<file path="src/rtl/llsc_pkg.sv">
package llsc_pkg;

  typedef enum logic {
    SC_IDLE = 1'b0,
    SC_WAIT = 1'b1
  } sc_state_t;

endpackage

</file>
<file path="src/rtl/llsc_line_cmp.sv">
module llsc_line_cmp #(
  parameter int ADDR_W     = 32,
  parameter int LINE_BYTES = 32
) (
  input  logic [ADDR_W-1:0] a_i,
  input  logic [ADDR_W-1:0] b_i,
  output logic              same_line_o
);
  localparam int OFS_W = (LINE_BYTES > 1) ? $clog2(LINE_BYTES) : 0;
  localparam int TAG_W = ADDR_W - OFS_W;

  logic [ADDR_W-1:0] diff;
  assign diff = a_i ^ b_i;

  generate
    if (OFS_W == 0) begin : g_full
      assign same_line_o = (diff == '0);
    end else begin : g_masked
      localparam logic [ADDR_W-1:0] LINE_MASK = {{TAG_W{1'b1}}, {OFS_W{1'b0}}};
      assign same_line_o = ((diff & LINE_MASK) == '0);
    end
  endgenerate
endmodule

</file>
<file path="src/rtl/llsc_link_reg.sv">
module llsc_link_reg #(
  parameter int ADDR_W = 32
) (
  input  logic              clk,
  input  logic              rst,
  input  logic              set_i,
  input  logic [ADDR_W-1:0] set_addr_i,
  input  logic              clr_i,
  output logic              vld_o,
  output logic [ADDR_W-1:0] addr_o
);
  always_ff @(posedge clk) begin
    if (rst) begin
      vld_o  <= 1'b0;
      addr_o <= '0;
    end else if (set_i) begin
      vld_o  <= 1'b1;
      addr_o <= set_addr_i;
    end else if (clr_i) begin
      vld_o  <= 1'b0;
    end
  end

  AST_SET_WINS: assert property (@(posedge clk) disable iff (rst)
    set_i |=> vld_o) else $error("link set lost");
endmodule

</file>
<file path="src/rtl/llsc_sc_ctrl.sv">
module llsc_sc_ctrl
  import llsc_pkg::*;
#(
  parameter int ADDR_W = 32,
  parameter bit EXT_EN = 1'b1
) (
  input  logic              clk,
  input  logic              rst,
  input  logic              sc_valid_i,
  input  logic [ADDR_W-1:0] sc_addr_i,
  input  logic              local_ok_i,
  input  logic              ack_i,
  input  logic              grant_i,
  output logic              busy_o,
  output logic              req_o,
  output logic [ADDR_W-1:0] req_addr_o,
  output logic              done_o,
  output logic              success_o
);
  sc_state_t state;

  assign busy_o = (state == SC_WAIT);

  always_ff @(posedge clk) begin
    if (rst) begin
      state      <= SC_IDLE;
      req_o      <= 1'b0;
      req_addr_o <= '0;
      done_o     <= 1'b0;
      success_o  <= 1'b0;
    end else begin
      done_o    <= 1'b0;
      success_o <= 1'b0;
      case (state)
        SC_IDLE: begin
          if (sc_valid_i) begin
            if (local_ok_i && EXT_EN) begin
              state      <= SC_WAIT;
              req_o      <= 1'b1;
              req_addr_o <= sc_addr_i;
            end else begin
              done_o    <= 1'b1;
              success_o <= local_ok_i;
            end
          end
        end
        SC_WAIT: begin
          if (ack_i) begin
            state     <= SC_IDLE;
            req_o     <= 1'b0;
            done_o    <= 1'b1;
            success_o <= grant_i;
          end
        end
        default: state <= SC_IDLE;
      endcase
    end
  end

  AST_REQ_HELD: assert property (@(posedge clk) disable iff (rst)
    (req_o && !ack_i) |=> (req_o && $stable(req_addr_o))) else $error("request dropped");
  AST_REQ_RELEASE: assert property (@(posedge clk) disable iff (rst)
    (req_o && ack_i) |=> (!req_o && done_o)) else $error("no release after ack");
  AST_VERDICT: assert property (@(posedge clk) disable iff (rst)
    (req_o && ack_i) |=> (success_o == $past(grant_i))) else $error("verdict mismatch");
  AST_SUCC_WITH_DONE: assert property (@(posedge clk) disable iff (rst)
    success_o |-> done_o) else $error("success without done");
  AST_QUIET_WHILE_WAIT: assert property (@(posedge clk) disable iff (rst)
    req_o |-> !done_o) else $error("done while waiting");
endmodule

</file>
<file path="src/rtl/llsc_resv_unit.sv">
module llsc_resv_unit #(
  parameter int ADDR_W     = 32,
  parameter int LINE_BYTES = 32,
  parameter bit EXT_EN     = 1'b1
) (
  input  logic              clk,
  input  logic              rst,
  input  logic              ll_valid_i,
  input  logic [ADDR_W-1:0] ll_addr_i,
  input  logic              sc_valid_i,
  input  logic [ADDR_W-1:0] sc_addr_i,
  input  logic              inval_valid_i,
  input  logic [ADDR_W-1:0] inval_addr_i,
  input  logic              eret_i,
  output logic              ext_ll_req_o,
  output logic [ADDR_W-1:0] ext_ll_addr_o,
  output logic              ext_sc_req_o,
  output logic [ADDR_W-1:0] ext_sc_addr_o,
  input  logic              ext_sc_ack_i,
  input  logic              ext_sc_grant_i,
  output logic              sc_done_o,
  output logic              sc_success_o
);
  logic              busy;
  logic              ll_take, sc_take;
  logic              link_vld;
  logic [ADDR_W-1:0] link_addr;
  logic              sc_same, inv_same;
  logic              inv_hit, local_ok, link_clr;

  assign sc_take  = sc_valid_i && !busy;
  assign ll_take  = ll_valid_i && !busy && !sc_valid_i;
  assign inv_hit  = inval_valid_i && inv_same;
  assign local_ok = link_vld && sc_same && !eret_i && !inv_hit;
  assign link_clr = sc_take || eret_i || inv_hit;

  llsc_line_cmp #(.ADDR_W(ADDR_W), .LINE_BYTES(LINE_BYTES)) u_cmp_sc (
    .a_i(sc_addr_i), .b_i(link_addr), .same_line_o(sc_same));

  llsc_line_cmp #(.ADDR_W(ADDR_W), .LINE_BYTES(LINE_BYTES)) u_cmp_inv (
    .a_i(inval_addr_i), .b_i(link_addr), .same_line_o(inv_same));

  llsc_link_reg #(.ADDR_W(ADDR_W)) u_link (
    .clk(clk), .rst(rst),
    .set_i(ll_take), .set_addr_i(ll_addr_i), .clr_i(link_clr),
    .vld_o(link_vld), .addr_o(link_addr));

  llsc_sc_ctrl #(.ADDR_W(ADDR_W), .EXT_EN(EXT_EN)) u_ctrl (
    .clk(clk), .rst(rst),
    .sc_valid_i(sc_valid_i), .sc_addr_i(sc_addr_i), .local_ok_i(local_ok),
    .ack_i(ext_sc_ack_i), .grant_i(ext_sc_grant_i),
    .busy_o(busy), .req_o(ext_sc_req_o), .req_addr_o(ext_sc_addr_o),
    .done_o(sc_done_o), .success_o(sc_success_o));

  generate
    if (EXT_EN) begin : g_ll_notify
      always_ff @(posedge clk) begin
        if (rst) begin
          ext_ll_req_o  <= 1'b0;
          ext_ll_addr_o <= '0;
        end else begin
          ext_ll_req_o <= ll_take;
          if (ll_take) ext_ll_addr_o <= ll_addr_i;
        end
      end

      AST_LL_NOTIFY: assert property (@(posedge clk) disable iff (rst)
        (ll_valid_i && !sc_valid_i && !ext_sc_req_o) |=> (ext_ll_req_o && ext_ll_addr_o == $past(ll_addr_i)))
        else $error("missing link notification");
    end else begin : g_ll_silent
      assign ext_ll_req_o  = 1'b0;
      assign ext_ll_addr_o = '0;
    end
  endgenerate

  AST_LL_SETS: assert property (@(posedge clk) disable iff (rst)
    (ll_valid_i && !sc_valid_i && !ext_sc_req_o) |=> link_vld) else $error("link not set");
  AST_ERET_CLEARS: assert property (@(posedge clk) disable iff (rst)
    (eret_i && !ll_valid_i) |=> !link_vld) else $error("eret kept link");
  AST_SC_CONSUMES: assert property (@(posedge clk) disable iff (rst)
    (sc_valid_i && !ext_sc_req_o) |=> !link_vld) else $error("sc kept link");
endmodule

</file>
<file path="config.mk">
export PLATFORM = sky130hd
export DESIGN_NAME = llsc_resv_unit
export DESIGN_NICKNAME = d
export VERILOG_FILES = /design/src/rtl/llsc_pkg.sv /design/src/rtl/llsc_line_cmp.sv /design/src/rtl/llsc_link_reg.sv /design/src/rtl/llsc_sc_ctrl.sv /design/src/rtl/llsc_resv_unit.sv
export SDC_FILE = /design/constraint.sdc
export NUM_CORES = 1
export LEC_CHECK = 0
export BUFFER_PORTS_ARGS = -buffer_cell sky130_fd_sc_hd__buf_2
export CORE_AREA = 4 4 110 86
export DETAILED_ROUTE_END_ITERATION = 10
export DIE_AREA = 0 0 114 90
export PLACE_DENSITY_LB_ADDON = 0.1
export SYNTH_ARGS = -nofsm -noshare
export SYNTH_HDL_FRONTEND = slang
export SYNTH_SLANG_ARGS = --single-unit
</file>
<file path="constraint.sdc">
create_clock -name clk -period 1.9 [get_ports clk]
set_input_delay 0.095 -clock clk [delete_from_list [all_inputs] [get_ports clk]]
set_output_delay 0.095 -clock clk [all_outputs]
set_load 0.01 [all_outputs]
</file>
==> results.py, run 1 <==
metrics = {
    "floorplan": {
        "floorplan.io_pins": 172,
        "fp.coreArea_um2": 8346,
        "total_die_area_um2": 10260,
        "fp.dieH_um": 90,
        "rows": 29,
        "chipWidth_um": 114,
        "initial_core_utilization": 0.4055,
    },
    "drt": {
        "drt-vias-per-instance": 4.635,
        "finalWirelength_um": 10780,
        "firstDrtPassIters": 4,
        "drt_iter0_markers": 91,
        "drt_drc_violations_left": 0,
        "overall_via_count_from_detail_route": 3152,
        "post_drt_wl_per_cell_um": 15.85,
        "postRouteAntennaNets": 0,
    },
    "clocking": {
        "cts_root_buf": "clkbuf_16",
        "cts_tree": "yes",
        "sink_count": 70,
        "htree_levels": 3,
        "cts_made_buffers": 9,
        "clock_path_buffers": 2,
        "clk_pin_slew_worst_paths_ns": 0.06,
        "clock_latency_ns": 0.32,
    },
    "cells_and_area": {
        "final_layout_size_suffix_gt1_frac": 0.4186,
        "final_nets": 670,
        "layout_fillers": 790,
        "layout-area-overhead-vs-synth_pct": 49.98,
        "final_util": 0.6082,
        "post_layout_nonfiller_instances": 680,
    },
    "setup_path": {
        "setup.worst_path.class": "flip-flop to flip-flop",
        "cp_data_required_time_ns": 2.14,
        "rr_endpoint": "u_ctrl.req_addr_o[20]$_SDFFE_PP0P_",
        "worstPathCellList": "xor2_1 -> nor4_2 -> buf_4 -> nand4_1 -> a2111oi_4 -> buf_6 -> buf_12 -> buf_12 -> mux2i_1",
        "cpMostUsedCell": "buf_12",
        "cp_data_arrival_time_ns": 2.24,
        "ff2ff_setup_slack_ns": -0.10,
        "timing.critical_path.slowest_stage_cell": "dfxtp_2",
        "cp_max_fo": 7,
        "timing.critical_path.from_type": "flip-flop",
        "endpoint_kind": "flip-flop",
        "path_depth_of_the_worst_reg2reg_path": 9,
        "largest_incremental_delay_on_the_critical_path_ns": 0.33,
        "r2r-start": "u_link.addr_o[10]$_SDFFE_PP0P_",
    },
    "place": {
        "gpl.final_weighted_congestion": 0.8491,
        "port_buffers": 166,
        "numPlacedInstances": 649,
        "dp.final_hpwl_um": 7979,
        "place_worst_setup_slack_ns": -0.1631,
    },
    "global_routing": {
        "grt_antenna_before_repair": 0,
        "vias_in_the_first_global_route": 3204,
        "grt_use_total": 0.2063,
        "grt_start_max_net_pins": 104,
        "grt_overflow_total": 0,
        "grt_pass1_wl_um": 16850,
    },
    "synthesis": {
        "synthesis.nets": 479,
        "ys_seq_elements": 70,
        "synth_cells": 375,
        "synthDistinctLibCells": 27,
        "synth_ff_type": "dfxtp_1",
        "number_of_enable_flip_flop_cells_after_synthesis": 0,
        "ys_warn_count": 0,
        "asyncSetResetFlopFracSynth": 0,
        "seq_area_frac_synth": 0.4140,
        "syn-mean-instance-area_um2": 9.025,
        "synthesized_area_um2": 3384,
    },
    "sta": {
        "timing_hold_violations_final": 0,
        "fmax_mhz": 499.7,
        "timing.slew.headroom": 0.7025,
        "worstMarginPinSlew_ns": 0.4350,
        "finalSetupViolCount": 32,
        "worst_slack_ns": -0.1010,
        "timing.final.crit_period_ns": 2.001,
        "fin_max_slew_vios": 0,
        "finalClockSkew_ns": 0.007065,
        "min_period_over_period": 1.053,
        "minimum_hold_slack_ns": 0.005222,
        "grt_setup_unrepaired": "true",
    },
    "outcome": {
        "run_status": "complete, but fails checks",
        "failed_checks": "setup timing",
    },
    "pwr": {
        "power-per-cell-area_nw_per_um2": 762.6,
        "internal_power_w": 0.002970,
        "ir_drop_mv": 0.5228,
        "pwr-share-clk": 0.478,
        "leakage_nw": 2.252,
        "combinationalPowerShare": 0.123,
        "p_seq_frac": 0.398,
        "switching_share": 0.2329,
        "power.net_switching_w": 0.0009014,
    },
    "min_path": {
        "timing.hold.worst_path_depth": 3,
        "holdCritStartpoint": "ll_addr_i[30]",
        "hold_path_class": "input port to flip-flop",
        "hold_end": "u_link.addr_o[30]$_SDFFE_PP0P_",
    },
    "run": {
        "max_cap_viol_count": 0,
    },
}
worst max path at each step:
stage                                   startpoint                                  to  depth (start not counted)
finish              u_link.addr_o[10]$_SDFFE_PP0P_  u_ctrl.req_addr_o[20]$_SDFFE_PP0P_                          9
global route        u_link.addr_o[10]$_SDFFE_PP0P_  u_ctrl.req_addr_o[22]$_SDFFE_PP0P_                          8
CTS                 u_link.addr_o[10]$_SDFFE_PP0P_   u_ctrl.req_addr_o[0]$_SDFFE_PP0P_                          8
detailed placement  u_link.addr_o[10]$_SDFFE_PP0P_   u_ctrl.req_addr_o[2]$_SDFFE_PP0P_                          7
global placement    u_link.addr_o[10]$_SDFFE_PP0P_   u_ctrl.req_addr_o[0]$_SDFFE_PP0P_                          7
floorplan           u_link.addr_o[29]$_SDFFE_PP0P_  u_ctrl.req_addr_o[10]$_SDFFE_PP0P_                          6
flip-flops by register name (all words and copies together), names as in the netlist:
| signal | count |
|---|---|
| u_link.vld_o | 1 |
| u_ctrl.success_o | 1 |
| ext_ll_req_o | 1 |
| u_ctrl.busy_o | 1 |
| u_ctrl.req_addr_o | 32 |
| u_ctrl.req_o | 1 |
| u_ctrl.done_o | 1 |
| u_link.addr_o | 32 |
what timing repair did:
item / 4_1_cts / 5_1_grt
cloned: 3 / 0
endpoints found under the setup margin: 34 / 35
hold buffers: 6 / 0
pin swaps: 3 / 1
endpoints found under the hold margin: 6 / 0
gates resized for setup: 14 / 11
buffers inserted: 5 / 0
layout make-up:
| cell class | count | area, um2 | share of cell area |
|---|---|---|---|
| Clock inverter | 5 | 81.33 | 0.01602 |
| Timing Repair Buffer | 201 | 1252 | 0.2467 |
| Multi-Input combinational cell | 284 | 1938 | 0.3818 |
| Sequential cell | 70 | 1414 | 0.2785 |
| Antenna cell | 1 | 2.502 | 0.0004930 |
| Tap cell | 108 | 135.1 | 0.02662 |
| Clock buffer | 11 | 252.7 | 0.04979 |
metal layers:
layer	part of all wire	up-vias	global-route usage	wire length (um)
met5	0	-	0	0
met4	0.011	0	0.04847	116
met3	0.077	8	0.06846	831
met2	0.45	95	0.3158	4903
met1	0.46	1438	0.2805	4927
li1	-	1611	-	-
critical path: cells and delay by family, from the launching register on:
family,cells,cell delay [ns]
flops,1,0.33
buf+inv,4,0.55
compound gates,1,0.24
simple gates,2,0.45
mux,1,0.20
xor+xnor,1,0.15
power groups by stage:
stage,clock [W],combinational [W],sequential [W]
2_1_floorplan,0,0.000208,0.00158
3_3_place_gp,0,0.000450,0.00157
3_5_place_dp,0,0.000455,0.00157
4_1_cts,0.00190,0.000472,0.00154
5_1_grt,0.00195,0.000524,0.00155
6_report,0.00185,0.000477,0.00154
cell usage in the layout, fill, tap and decap left out, drive strengths merged:
master,count
a2111oi,2
a211oi,1
a21bo,1
a21oi,32
and2,1
buf,194
bufbuf,1
bufinv,2
clkbuf,11
clkinv,2
clkinvlp,1
dfxtp,70
diode,1
dlygate4sd3,6
mux2i,32
nand2,67
nand2b,66
nand3,1
nand4,8
nor2,2
nor2b,3
nor3,2
nor3b,1
nor4,7
o21ba,2
o22ai,1
or2,1
xnor2,27
xor2,27
synthesized netlist by cell type, types with 2 or more instances:
library cell / count / area share
mux2i_1: 32 / 0.095
nand2b_1: 66 / 0.12
nor3_1: 2 / 0.0030
clkbuf_1: 16 / 0.018
o21ba_1: 2 / 0.0059
buf_6: 3 / 0.010
nand2_1: 67 / 0.074
nand4_1: 8 / 0.015
nor4_1: 4 / 0.0074
nor2_1: 2 / 0.0022
xnor2_1: 27 / 0.070
xor2_1: 27 / 0.070
nor2b_1: 3 / 0.0055
dfxtp_1: 70 / 0.41
nor4_2: 3 / 0.011
a21oi_1: 32 / 0.047
through the flow:
stage          instance area (um2)  TNS (ns)  power (W)
2_1_floorplan                 3390         0   0.001791
3_3_place_gp                  4447    -3.258   0.002022
3_5_place_dp                  4447    -4.525   0.002028
4_1_cts                       5027    -2.479   0.003913
5_1_grt                       5074    -5.837   0.004025
6_report                      5076    -2.317   0.003871
cell families (layout without fill, tap and decap cells):
kind of cell           count (synthesis)  in the layout  share of synthesized area
flip-flops                            70             70                     0.4140
XOR/XNOR                              54             54                     0.1397
AO/OA/AOI/OAI                         39             39                    0.07098
AND/OR/NAND/NOR                      159            159                     0.2492
buffers and inverters                 21            217                    0.03142
multiplexers                          32             32                    0.09464
other                                  0              1                          0
Power figures use the tool's default switching activity.
==> inputs of run 2 (changes only) <==
--- a/config.mk
+++ b/config.mk
@@ -9,6 +9,7 @@
 export CORE_AREA = 4 4 110 86
 export DETAILED_ROUTE_END_ITERATION = 10
 export DIE_AREA = 0 0 114 90
+export HOLD_SLACK_MARGIN = 0.15
 export PLACE_DENSITY_LB_ADDON = 0.1
 export SYNTH_ARGS = -nofsm -noshare
 export SYNTH_HDL_FRONTEND = slang
==> run 2 against run 1 <==
Net effect:
- the flow still finishes with violations (setup timing)
- core utilization grew 7.5 points
- global-route usage grew 1.9 points
- first-iteration DRC count grew 34%
- fmax shrank 1.2%
- routed wire length grew 8.7%
- largest power group unchanged
==> results.py, run 2 (synthesis gave the netlist of run 1 again) <==
metrics = {
    "cells_and_area": {
        "layout_fillers": 716,
        "final_util": 0.6829,
        "layout_common_cells": "166 x buf_2, 68 x dlygate4sd3_1, 67 x nand2_1, 66 x nand2b_1, 59 x dfxtp_1",
        "reg_top3": "u_ctrl.req_addr_o: 32 flops, u_link.addr_o: 32 flops",
        "mostFrequentLayoutCell": "buf_2",
        "layout-area-overhead-vs-synth_pct": 68.39,
        "final_layout_size_suffix_gt1_frac": 0.3791,
        "final_nets": 732,
    },
    "sta": {
        "timing.slew.headroom": 0.7023,
        "worstMarginPinSlew_ns": 0.4352,
        "finalSetupViolCount": 33,
        "timing.final.crit_period_ns": 2.026,
        "finalClockSkew_ns": 0.008702,
        "fmax_mhz": 493.5,
        "worst_slack_ns": -0.1262,
        "min_period_over_period": 1.066,
        "timing_hold_violations_final": 0,
        "fin_max_slew_vios": 0,
        "grt_setup_unrepaired": "true",
        "minimum_hold_slack_ns": 0.1942,
    },
    "clocking": {
        "htree_levels": 3,
        "clock_path_buffers": 2,
        "clk_pin_slew_worst_paths_ns": 0.06,
        "cts_root_buf": "clkbuf_16",
        "cts_tree": "yes",
        "clock_latency_ns": 0.32,
        "cts_made_buffers": 9,
        "sink_count": 70,
    },
    "setup_path": {
        "setup.worst_path.class": "flip-flop to flip-flop",
        "cpMostUsedCell": "buf_12",
        "r2r-start": "u_link.addr_o[10]$_SDFFE_PP0P_",
        "cp_data_required_time_ns": 2.14,
        "rr_endpoint": "u_ctrl.req_addr_o[26]$_SDFFE_PP0P_",
        "critPathBufInv": 4,
        "ff2ff_setup_slack_ns": -0.13,
        "path_depth_of_the_worst_reg2reg_path": 9,
        "cp_max_fo": 8,
        "timing.critical_path.slowest_stage_cell": "dfxtp_2",
        "endpoint_kind": "flip-flop",
        "largest_incremental_delay_on_the_critical_path_ns": 0.33,
        "cp_data_arrival_time_ns": 2.27,
        "worstPathCellList": "xor2_1 -> nor4_2 -> buf_4 -> nand4_1 -> a2111oi_4 -> buf_6 -> buf_12 -> buf_12 -> mux2i_1",
        "critPathTopFamily": "buffers and inverters",
        "timing.critical_path.from_type": "flip-flop",
    },
    "place": {
        "dp.final_hpwl_um": 7979,
        "port_buffers": 166,
        "gpl.final_weighted_congestion": 0.8491,
    },
    "drt": {
        "overall_via_count_from_detail_route": 3480,
        "drt_iter0_markers": 122,
        "route.layer.met1.wl_um": 5080,
        "post_drt_wl_per_cell_um": 15.79,
        "met3RoutedLength_um": 848,
        "top_layer_used": "met4",
        "drt-vias-per-instance": 4.690,
        "met2WireLength_um": 5598,
        "postRouteAntennaNets": 0,
        "drt_drc_violations_left": 0,
        "finalWirelength_um": 11720,
        "firstDrtPassIters": 4,
    },
    "pwr": {
        "leakage_nw": 2.528,
        "ir_drop_mv": 0.5403,
        "power-per-cell-area_nw_per_um2": 698.4,
        "report.power.total_w": 0.003980,
    },
    "floorplan": {
        "floorplan.io_pins": 172,
        "total_die_area_um2": 10260,
        "fp.coreArea_um2": 8346,
        "fp.dieH_um": 90,
        "initial_core_utilization": 0.4055,
        "rows": 29,
        "chipWidth_um": 114,
    },
    "min_path": {
        "holdCritStartpoint": "eret_i",
        "timing.hold.worst_path_depth": 5,
        "hold_path_class": "input port to flip-flop",
        "hold_end": "u_ctrl.done_o$_SDFF_PP0_",
    },
    "outcome": {
        "failed_checks": "setup timing",
        "run_status": "complete, but fails checks",
    },
    "global_routing": {
        "grt_pass1_wl_um": 18500,
        "grt_antenna_before_repair": 0,
        "grt_start_max_net_pins": 104,
        "vias_in_the_first_global_route": 3597,
        "grt_use_total": 0.2254,
        "grt_overflow_total": 0,
    },
    "run": {
        "max_cap_viol_count": 0,
    },
}
run 2: layout make-up:
class / instances / area (um2) / share of cell area
multi-input cells: 284 / 1939 / 0.3403
flip-flops and latches: 70 / 1415 / 0.2483
diodes: 1 / 2.502 / 0.0004391
clock buffers: 11 / 252.7 / 0.04435
clock inverters: 5 / 81.33 / 0.01427
well taps: 108 / 135.1 / 0.02371
repair buffers: 263 / 1873 / 0.3287
run 2: repair_timing:
action / CTS / global route
endpoints found under the setup margin: 34 / 34
hold endpoints to repair: 68 / 0
pin swaps: 3 / 1
buffers inserted: 5 / 0
cloned: 3 / 0
gates resized for setup: 14 / 12
hold buffers: 68 / 0
run 2: worst reg2reg max path: cells and delay by family (launching register included):
kind,cells,cell delay (ns)
AO/OA/AOI/OAI,1,0.24
XOR/XNOR,1,0.15
buffers and inverters,4,0.56
flip-flops,1,0.33
multiplexers,1,0.21
AND/OR/NAND/NOR,2,0.46
run 2: layer usage:
metal	vias up	global-route usage
li1	1742	-
met1	1591	0.2951
met2	131	0.3679
met3	16	0.05839
met4	0	0.05836
met5	-	0
run 2: how the worst max path moves through the flow:
stage                     depth (start not counted)  slack, ns                           start                            endpoint
after floorplan                                   6       0.01  u_link.addr_o[29]$_SDFFE_PP0P_  u_ctrl.req_addr_o[10]$_SDFFE_PP0P_
after global placement                            7      -0.11  u_link.addr_o[10]$_SDFFE_PP0P_   u_ctrl.req_addr_o[0]$_SDFFE_PP0P_
after detailed placement                          7      -0.16  u_link.addr_o[10]$_SDFFE_PP0P_   u_ctrl.req_addr_o[2]$_SDFFE_PP0P_
after CTS                                         8      -0.11  u_link.addr_o[10]$_SDFFE_PP0P_   u_ctrl.req_addr_o[0]$_SDFFE_PP0P_
after global routing                              8      -0.22  u_link.addr_o[10]$_SDFFE_PP0P_  u_ctrl.req_addr_o[22]$_SDFFE_PP0P_
final                                             9      -0.13  u_link.addr_o[10]$_SDFFE_PP0P_  u_ctrl.req_addr_o[26]$_SDFFE_PP0P_
run 2: metrics by stage:
step	worst slack (ns)	area [um2]	TNS, ns	std cells
CTS	-0.1128	5648	-2.479	741
finish	-0.1262	5699	-2.745	742
floorplan	0.01335	3390	0	375
global route	-0.2172	5697	-5.996	741
global placement	-0.1076	4447	-3.258	649
detailed placement	-0.1631	4447	-4.525	649
run 2: where the power goes:
group / switching, W / internal (W) / total [W]
clock network: 0.000634 / 0.00122 / 0.00185
logic: 0.000255 / 0.000327 / 0.000582
registers: 0.0000392 / 0.00150 / 0.00154
